[src/rtl/a429_rx_pkg.sv]
// Package a429_rx_pkg
// Types shared by the word receiver's submodules.
// Assumes: nothing beyond IEEE 1800-2017.
package a429_rx_pkg;

    // The two rails after synchronisation
    typedef struct packed {
        logic one;
        logic zero;
    } rails_t;

    // Bit event reported by the detector in a clock cycle
    typedef enum logic [1:0] {
        EV_NONE = 2'd0,
        EV_ZERO = 2'd1,
        EV_ONE  = 2'd2
    } bit_ev_e;

endpackage

[src/rtl/a429_sync.sv]
// Module a429_sync
// Multi-stage flip-flop synchroniser for a vector of independent
// asynchronous single-bit signals.
// Assumes: each bit is slow compared to clk, so bits need no mutual coherence.
module a429_sync #(
    parameter int W      = 3,
    parameter int STAGES = 2
) (
    input  logic         clk,
    input  logic         rst_n,
    input  logic [W-1:0] d,
    output logic [W-1:0] q
);

    logic [W-1:0] stg [STAGES];

    // Shift the inputs through the synchroniser chain
    always_ff @(posedge clk) begin
        if (!rst_n) begin
            for (int i = 0; i < STAGES; i++) stg[i] <= '0;
        end else begin
            stg[0] <= d;
            for (int i = 1; i < STAGES; i++) stg[i] <= stg[i-1];
        end
    end

    assign q = stg[STAGES-1];

endmodule

[src/rtl/a429_bit_detect.sv]
// Module a429_bit_detect
// Turns synchronised rail levels into bit events and a line-activity flag.
// Assumes: inputs are already in the clk domain, and a null level separates
// bits on the line.
module a429_bit_detect
    import a429_rx_pkg::*;
(
    input  logic    clk,
    input  logic    rst_n,
    input  rails_t  rails_s,
    output bit_ev_e ev,
    output logic    activity
);

    rails_t rails_q;
    logic   one_rise;
    logic   zero_rise;

    // Keep the previous rail levels for edge detection
    always_ff @(posedge clk) begin
        if (!rst_n) rails_q <= '0;
        else        rails_q <= rails_s;
    end

    assign one_rise  = rails_s.one  & ~rails_q.one;
    assign zero_rise = rails_s.zero & ~rails_q.zero;
    assign activity  = rails_s.one | rails_s.zero;

    // Classify the edge. A rise while the other rail is high is invalid.
    always_comb begin
        ev = EV_NONE;
        if (one_rise && !rails_s.zero)      ev = EV_ONE;
        else if (zero_rise && !rails_s.one) ev = EV_ZERO;
    end

    assert_both_high_ignored_R7: assert property (@(posedge clk) disable iff (!rst_n)
        (rails_s.one && rails_s.zero) |-> ev == EV_NONE);

    assert_event_needs_activity_R1: assert property (@(posedge clk) disable iff (!rst_n)
        (ev != EV_NONE) |-> activity);

endmodule

[src/rtl/a429_gap_timer.sv]
// Module a429_gap_timer
// Counts rising edges of the synchronised gap clock while the line is null
// and pulses end-of-word when the count reaches GAP_LEN.
// Assumes: gap clock is much slower than clk, so edges are not missed.
module a429_gap_timer #(
    parameter int GAP_LEN = 16
) (
    input  logic clk,
    input  logic rst_n,
    input  logic gap_s,
    input  logic activity,
    output logic eow
);

    localparam int GW = $clog2(GAP_LEN + 1);

    logic          gap_q;
    logic          gap_rise;
    logic [GW-1:0] cnt;

    assign gap_rise = gap_s & ~gap_q;

    // Track the gap clock level and count null-time edges
    always_ff @(posedge clk) begin
        if (!rst_n) begin
            gap_q <= 1'b0;
            cnt   <= '0;
            eow   <= 1'b0;
        end else begin
            gap_q <= gap_s;
            eow   <= !activity && gap_rise && (cnt == GW'(GAP_LEN - 1));
            if (activity)
                cnt <= '0;
            else if (gap_rise && cnt != GW'(GAP_LEN))
                cnt <= cnt + 1'b1;
        end
    end

    assert_gap_bounded_R2: assert property (@(posedge clk) disable iff (!rst_n)
        cnt <= GW'(GAP_LEN));

    assert_activity_restarts_R2: assert property (@(posedge clk) disable iff (!rst_n)
        activity |=> cnt == '0);

    assert_eow_at_limit_R2: assert property (@(posedge clk) disable iff (!rst_n)
        eow |-> cnt == GW'(GAP_LEN));

endmodule

[src/rtl/a429_word_asm.sv]
// Module a429_word_asm
// Shifts bit events into a word register, counts bits, accumulates parity,
// and loads the receive buffer with error status at end of word.
// Assumes: bits arrive first-bit-first. A bit arriving in the cycle of
// end-of-word belongs to the next word.
module a429_word_asm
    import a429_rx_pkg::*;
#(
    parameter int WORD_BITS = 32
) (
    input  logic                 clk,
    input  logic                 rst_n,
    input  bit_ev_e              ev,
    input  logic                 eow,
    input  logic                 parity_en,
    output logic [WORD_BITS-1:0] word_out,
    output logic                 word_valid,
    output logic                 word_err
);

    localparam int CNT_W = $clog2(WORD_BITS) + 2;

    logic [WORD_BITS-1:0] shreg, sh_base, sh_next;
    logic [CNT_W-1:0]     bitcnt, cnt_base, cnt_next;
    logic                 par_acc, par_base, par_next;
    logic                 load;
    logic                 bit_val;
    logic                 par_fail;
    logic                 cnt_bad;
    logic [WORD_BITS-1:0] final_word;

    assign load     = eow && (bitcnt != '0);
    assign bit_val  = (ev == EV_ONE);
    assign par_fail = parity_en && !par_acc;
    assign cnt_bad  = (bitcnt != CNT_W'(WORD_BITS));

    // Final word: bit WORD_BITS-1 is the parity error bit when parity is on
    always_comb begin
        final_word = shreg;
        if (parity_en) final_word[WORD_BITS-1] = par_fail;
    end

    // Next shift, count and parity: clear on load, then absorb any new bit
    always_comb begin
        sh_base  = load ? '0 : shreg;
        cnt_base = load ? '0 : bitcnt;
        par_base = load ? 1'b0 : par_acc;
        sh_next  = sh_base;
        cnt_next = cnt_base;
        par_next = par_base;
        if (ev != EV_NONE) begin
            sh_next  = {bit_val, sh_base[WORD_BITS-1:1]};
            cnt_next = (cnt_base == '1) ? cnt_base : cnt_base + 1'b1;
            par_next = par_base ^ bit_val;
        end
    end

    // Register the assembly state
    always_ff @(posedge clk) begin
        if (!rst_n) begin
            shreg   <= '0;
            bitcnt  <= '0;
            par_acc <= 1'b0;
        end else begin
            shreg   <= sh_next;
            bitcnt  <= cnt_next;
            par_acc <= par_next;
        end
    end

    // Load the receive buffer and flags at end of word
    always_ff @(posedge clk) begin
        if (!rst_n) begin
            word_out   <= '0;
            word_valid <= 1'b0;
            word_err   <= 1'b0;
        end else begin
            word_valid <= load;
            if (load) begin
                word_out <= final_word;
                word_err <= cnt_bad || par_fail;
            end
        end
    end

    assert_single_pulse_R3: assert property (@(posedge clk) disable iff (!rst_n)
        word_valid |=> !word_valid);

    assert_no_empty_word_R3: assert property (@(posedge clk) disable iff (!rst_n)
        (eow && bitcnt == '0) |=> !word_valid);

    assert_count_error_R4: assert property (@(posedge clk) disable iff (!rst_n)
        (eow && bitcnt != '0 && bitcnt != CNT_W'(WORD_BITS)) |=> (word_valid && word_err));

    assert_parity_fail_R5: assert property (@(posedge clk) disable iff (!rst_n)
        (eow && bitcnt == CNT_W'(WORD_BITS) && parity_en && !par_acc)
        |=> (word_err && word_out[WORD_BITS-1]));

    assert_parity_off_R6: assert property (@(posedge clk) disable iff (!rst_n)
        (eow && bitcnt == CNT_W'(WORD_BITS) && !parity_en)
        |=> (!word_err && word_out == $past(shreg)));

    assert_buffer_hold_R8: assert property (@(posedge clk) disable iff (!rst_n)
        !word_valid |-> $stable(word_out));

endmodule

[src/rtl/a429_word_rx.sv]
// Module a429_word_rx
// ARINC 429 two-rail serial word receiver: synchroniser, bit detector,
// gap timer and word assembler.
// Assumes: rails and gap clock are asynchronous and slower than clk by
// several cycles per level.
module a429_word_rx #(
    parameter int WORD_BITS   = 32,
    parameter int GAP_LEN     = 16,
    parameter int SYNC_STAGES = 2
) (
    input  logic                 clk,
    input  logic                 rst_n,
    input  logic                 rail_one,
    input  logic                 rail_zero,
    input  logic                 gap_clk,
    input  logic                 parity_en,
    output logic [WORD_BITS-1:0] word_out,
    output logic                 word_valid,
    output logic                 word_err
);
    import a429_rx_pkg::*;

    logic [2:0] sync_q;
    rails_t     rails_s;
    logic       gap_s;
    bit_ev_e    ev;
    logic       activity;
    logic       eow;

    a429_sync #(.W(3), .STAGES(SYNC_STAGES)) u_sync (
        .clk   (clk),
        .rst_n (rst_n),
        .d     ({gap_clk, rail_one, rail_zero}),
        .q     (sync_q)
    );

    assign rails_s.one  = sync_q[1];
    assign rails_s.zero = sync_q[0];
    assign gap_s        = sync_q[2];

    a429_bit_detect u_det (
        .clk      (clk),
        .rst_n    (rst_n),
        .rails_s  (rails_s),
        .ev       (ev),
        .activity (activity)
    );

    a429_gap_timer #(.GAP_LEN(GAP_LEN)) u_gap (
        .clk      (clk),
        .rst_n    (rst_n),
        .gap_s    (gap_s),
        .activity (activity),
        .eow      (eow)
    );

    a429_word_asm #(.WORD_BITS(WORD_BITS)) u_asm (
        .clk        (clk),
        .rst_n      (rst_n),
        .ev         (ev),
        .eow        (eow),
        .parity_en  (parity_en),
        .word_out   (word_out),
        .word_valid (word_valid),
        .word_err   (word_err)
    );

endmodule

[config.mk]
export PLATFORM = sky130hd
export DESIGN_NAME = a429_word_rx
export DESIGN_NICKNAME = d
export VERILOG_FILES = /design/src/rtl/a429_rx_pkg.sv /design/src/rtl/a429_sync.sv /design/src/rtl/a429_bit_detect.sv /design/src/rtl/a429_gap_timer.sv /design/src/rtl/a429_word_asm.sv /design/src/rtl/a429_word_rx.sv
export SDC_FILE = /design/constraint.sdc
export NUM_CORES = 1
export LEC_CHECK = 0
export BUFFER_PORTS_ARGS = -buffer_cell sky130_fd_sc_hd__buf_4
export CELL_PAD_IN_SITES_DETAIL_PLACEMENT = 1
export CELL_PAD_IN_SITES_GLOBAL_PLACEMENT = 1
export CORE_MARGIN = 4
export CORE_UTILIZATION = 40
export DETAILED_ROUTE_END_ITERATION = 10
export PLACE_DENSITY_LB_ADDON = 0.15
export SYNTH_ARGS = -nofsm -noshare
export SYNTH_HDL_FRONTEND = slang
export SYNTH_SLANG_ARGS = --single-unit
[constraint.sdc]
create_clock -name clk -period 2.1 [get_ports clk]
set_input_delay 0 -clock clk [delete_from_list [all_inputs] [get_ports clk]]
set_output_delay 0 -clock clk [all_outputs]
set_load 0.02 [all_outputs]
======== After elaboration in Yosys (flattened, before gate mapping) ========
Memory sizes are Yosys's and may differ from the RTL's.
Index checks and enable logic that the tools add are counted.
storage, ports and cells
  word-level logic and storage cells ...... 61
  memories kept ........................... 1
  ROM bits ................................ 0
  bits in latches ......................... 0
  flip-flop bits (word level) ............. 83
  input port bits ......................... 6
  memory bits (writable) .................. 6
  output and inout bits ................... 34
cells by class
  $lt $le $gt $ge ......................... 0
  multiply operators ...................... 0
  $add $sub $neg .......................... 2
  reduce and logical (&&, ||, !) cells .... 16
  div/mod/pow operators ................... 0
  eq/ne operators ......................... 5
  shifts and indexed selects .............. 0
  bitwise logic cells ..................... 11
  muxes and demuxes ....................... 14
memory list
  name        words  bits a word  rd ports  clocked after memory_dff  write ports  line             text
  u_sync.stg  2      3            2         0                         2            a429_sync.sv:15  logic [W-1:0] stg [STAGES];
operators with widths
  kind                                                                   number
  32-bit 2-to-1 mux                                                      2
  7-bit 2-to-1 mux                                                       3
  7-bit by 1-bit adder with 7-bit output, second input constant          1
  7-bit equality test, second input constant                             1
  1-bit logical AND                                                      7
  7-bit by 6-bit != test with 1-bit output, second input constant        1
  7-bit nonzero test                                                     1
  1-bit 2-to-1 mux                                                       6
  3-bit 2-to-1 mux                                                       2
  5-bit by 1-bit adder with 5-bit output, second input constant          1
  5-bit by 4-bit equality test with 1-bit output, second input constant  1
  5-bit != test, second input constant                                   1
  1-bit logical NOT                                                      4
  1-bit NOT                                                              4
  2-bit nonzero test                                                     2
  1-bit bitwise AND                                                      3
  1-bit bitwise OR                                                       3
  2-bit equality test, second input constant                             1
  2-bit 2-to-1 mux                                                       1
  2-bit OR reduction                                                     1
  1-bit logical OR                                                       1
  1-bit XOR                                                              1

======== Logic depth before layout (Yosys ltp) ========
  depth in word-level cells ............... 8
  mapped depth ............................ 7
  depth with buffers taken out ............ 6

======== Cells and area by module ========
From an unflattened synthesis, not the netlist that was laid out.
second synthesis, totals
  cell total of the unflattened synthesis .. 398
  area, all modules ....................... 3455.8 µm²
by module, submodules not included
  module           times used  cells each  area an instance (µm²)  seq. area each (µm²)
  a429_word_asm    1           341         2827.7                  1481.4
  a429_gap_timer   1           35          362.8                   140.1
  a429_sync        1           15          180.2                   120.1
  a429_bit_detect  1           7           85.1                    40.0

======== Worst setup path after synthesis ========
OpenSTA, ideal clock, no wires.
  kind .................................... register -> register
  start ................................... reg u_gap.eow
  end ..................................... reg u_asm.bitcnt[5]
  arrival ................................. 1.883 ns
  setup slack ............................. 0.147 ns
  buffers on the path ..................... 1
  period minus slack after synthesis ...... 1.953 ns
  stages on the path, launching flop included .. 8
  library setup time ...................... 0.070 ns
  required time ........................... 2.030 ns
  cell sequence ........................... dfxtp_1 clkbuf_1 nor2b_1 ha_1 and3_1 and3_1 or4_1 a21oi_1
on the way
  word-level cells in the longest chain between the ends .. 5
  elaborated cells between the ends (all ways) .. 6
  classes of those cells .................. add/sub (1); eq/ne (1); mux (3); reduce/logical (1)
ends and longest elaborated chain
  what                                                                           line                  text
  start: declaration                                                             a429_gap_timer.sv:12  output logic eow
  start signal: assignment                                                       a429_gap_timer.sv:31  eow <= !activity && gap_rise && (cnt == GW'(GAP_LEN - 1));
  1-bit logical AND (*)                                                          a429_word_asm.sv:32   assign load = eow && (bitcnt != '0);
  7-bit 2-to-1 mux (*)                                                           a429_word_asm.sv:46   cnt_base = load ? '0 : bitcnt;
  7-bit by 1-bit adder with 7-bit output or 7-bit equality test (tied branches)  a429_word_asm.sv:53   cnt_next = (cnt_base == '1) ? cnt_base : cnt_base + 1'b1;
  7-bit 2-to-1 mux                                                               a429_word_asm.sv:53
  7-bit 2-to-1 mux (*)                                                           a429_word_asm.sv:51   if (ev != EV_NONE) begin
  end signal: assignment                                                         a429_word_asm.sv:66   bitcnt <= cnt_next;
  end: declaration                                                               a429_word_asm.sv:24   logic [CNT_W-1:0] bitcnt, cnt_base, cnt_next;
Mark *: on every way between the ends. The rest lies on a longest branch, timed or not.
A chain may end at the register's enable or synchronous reset.

======== Worst setup path in the final report ========
  start ................................... reg u_asm.bitcnt[6]
  end ..................................... reg u_asm.word_out[18]
on the way
  word-level cells in the longest chain between the ends .. 2
ends and longest elaborated chain
  what                    line                 text
  7-bit nonzero test      a429_word_asm.sv:32
  1-bit logical AND       a429_word_asm.sv:32
  end signal: assignment  a429_word_asm.sv:80  word_out <= final_word;
  end: declaration        a429_word_asm.sv:16  output logic [WORD_BITS-1:0] word_out,
No other way between the ends.

==> run summary <==
Clk root buf - clkbuf_8
Post-synthesis compound-gate area fraction - 15.03%
Required @ worst endpoint - 2.36 ns
Initial antenna violation count - 0
I/O Pins - 40
Most used routing layer - met2
Slew Viols, Final - 0
FP Rows - 33
Slowest cell on crit path - or4_1
Async S/R FF share, synth - 0%
Final TNS setup - 0 ns
Yosys cell types - 38
Post-synthesis adder-cell area fraction - 1.503%
Avg Cell Area, Syn - 8.348 µm²
NumNets Final - 448
Fin crit share - 93.23%
GRT Util Overall - 16.81%
Register bit total from synthesis - 89
Multiplexer area fraction after synthesis - 0.6011%
Clock skew - 0.01119 ns
Number of synthesized flops with an enable pin - 0
XOR/XNOR Fraction of Synth Area - 0.7889%
Met2 usage - 29.13%
CP max FO - 70
Met1 usage - 20.71%
DR WL/cell - 14.18 µm
Worst IR drop on VDD - 0.3707 mV
Routed Antenna Nets - 0
Seq/Total Area, Yosys - 53.49%
Port Buffer Count - 39
Congestion Overflow GR - 0
Achievable frequency - 0.5108 GHz
CTS H-tree lvls - 3
Crit path launch type - flop
Top delay family on crit path - simple AND/OR/NAND/NOR gates
Die X - 99.25 µm
Avg Vias per Cell - 5.106
CTS Buf Count - 9
CP peak stage delay - 0.60 ns
Global-route wire length before repair - 13.46 mm
Yosys warning count - 0
Area grow syn2layout - 20.70%
GR Util met3 - 2.945%
Worst hold path class - primary input to flop
MaxCap Viol Count - 0
Reg clk slew, reported paths - 0.09 ns
WS Path Type - flop to flop
TritonCTS clock tree - built
CP Cell Sequence - or4_1, o41ai_4, buf_12, nand3_1, o21ai_0
Layout cells sized above 1 - 15.38%
Clk Latency, worst-skew pair - 0.35 ns
Routability congestion estimate - 0.8765
Area of the core - 8175 µm²
Clock Sinks - 89
Post-DP HPWL - 5.134 mm
Mapped Nets - 409
WHS - 0.4074 ns
Post-Route WL - 7.756 mm
DRC - 0
Leading cell type in the layout, fill and taps excluded - nand2_1
Die height - 99.25 µm
Non-Filler Cell Area, Final - 4020 µm²
Die area - 9851 µm²
Outcome - finished clean
Placed Area - 3751 µm²
Worst EP arrival - 2.21 ns
Starting density of the core - 40.74%
Largest family of logic cells by synthesized area - simple AND/OR/NAND/NOR gates
Max-slew headroom - 61.19%
Largest net degree at the start of global routing - 71
Vias in the first global route - 2883
Fin. Hold Viols - 0
Worst-margin pin slew - 0.5821 ns
Total number of vias - 2793
Length of the first detailed-routing pass in iterations - 4
Antenna diodes - 0
Commonest cells after routing, fill and taps aside - nand2_1, dfxtp_1, buf_4, a21oi_1
LEAKAGE - 1.491 nW
Syn Std Cell Area - 3331 µm²
Final setup viols - 0
Longest Clk Path Bufs - 2
Main synth FF type - dfxtp_1
Mapped Cells - 399
Buffers and inverters on the worst path - 1
PwrDens - 781.0 nW/µm²
Unrepaired setup endpoints after global routing - no
Min cycle time layout - 1.958 ns
Synth Area in Simple Gates - 24.00%
Critical path capture point type - flop
DRT iter0 DRCs - 137
## area by class of cell
cell class | count | area, µm²
well taps | 105 | 131.4
multi-input cells | 274 | 1400
inverters | 8 | 30.03
fillers | 995 | 4155
flip-flops and latches | 89 | 1782
repair buffers | 56 | 457.9
clock buffers | 11 | 141.4
clock inverters | 4 | 77.57
## path summary, 6_finish.rpt
path / endpoint / start / cells after the start / slack (ns)
min reg2reg: u_sync.stg[0][4] / u_sync.stg[0][1] / 1 / 0.44
max reg2reg: u_asm.word_out[18] / u_asm.bitcnt[6] / 5 / 0.14
min: u_sync.stg[0][1] / rail_one / 3 / 0.41
max: u_asm.word_out[18] / u_asm.bitcnt[6] / 5 / 0.14
## cell families after synthesis
logic type	count (synthesis)
and+or+nand+nor	176
DFF	89
xor gates and xnor gates	3
adders and majority gates	4
AOI/OAI and AO/OA	89
buffers and inverters	36
muxes	2
## stage by stage
stage	worst slack [ns]	power (mW)	instances	utilization, %
final	0.1421	3.140	547	49.17
after global placement	0.2272	1.881	527	45.88
after global routing	0.01239	3.262	547	49.17
after detailed placement	0.1593	1.885	527	45.88
after CTS	0.1437	3.185	547	49.17
after floorplan	0.1469	1.833	399	-
## per-layer routing
layer  share of wire [%]  up-vias
li1                    -     1416
met1                  46     1334
met2                  50       34
met3                 3.2        9
met4                 1.4        0
met5                   0        -
## power by group
part	total (mW)	internal [mW]	switching (mW)
registers	1.71	1.70	0.00981
clock network	1.29	0.702	0.589
logic	0.140	0.0480	0.0921
total	3.14	2.45	0.691
## worst min-delay path: stages
cell           delay, ns
dlygate4sd3_1       0.53
buf_4               0.09
and2_1              0.10
## cells in the mapped netlist, types with 2 or more instances
| cell type | n | area share, % |
|---|---|---|
| nand2_1 | 97 | 11 |
| xor2_1 | 2 | 0.53 |
| mux2i_1 | 2 | 0.60 |
| and3_1 | 3 | 0.56 |
| and2_1 | 11 | 2.1 |
| nand4_1 | 2 | 0.38 |
| ha_1 | 4 | 1.5 |
| nor2b_1 | 3 | 0.56 |
| nand3_1 | 37 | 5.6 |
| or4_1 | 2 | 0.45 |
| or3_1 | 4 | 0.75 |
| nor2_1 | 10 | 1.1 |
| o21ai_0 | 37 | 5.6 |
| buf_2 | 5 | 0.75 |
| dfxtp_1 | 89 | 53 |
| inv_1 | 8 | 0.90 |
| clkbuf_1 | 21 | 2.4 |
| a21oi_1 | 41 | 6.2 |
| a21o_1 | 2 | 0.45 |
## registers in the layout, summed over array words and instances, names as in the netlist
name              count
u_asm.word_valid      1
u_asm.shreg          32
u_asm.word_err        1
u_gap.eow             1
u_gap.gap_q           1
u_gap.cnt             5
u_asm.bitcnt          7
u_sync.stg            6
u_asm.par_acc         1
u_det.rails_q         2
u_asm.word_out       32
## what timing repair did
action	in CTS	in global routing
hold buffers	5	0
setup buffers	0	0
endpoints found under the hold margin	5	0
gates resized for setup	0	0
Power figures use the tool's default switching activity.
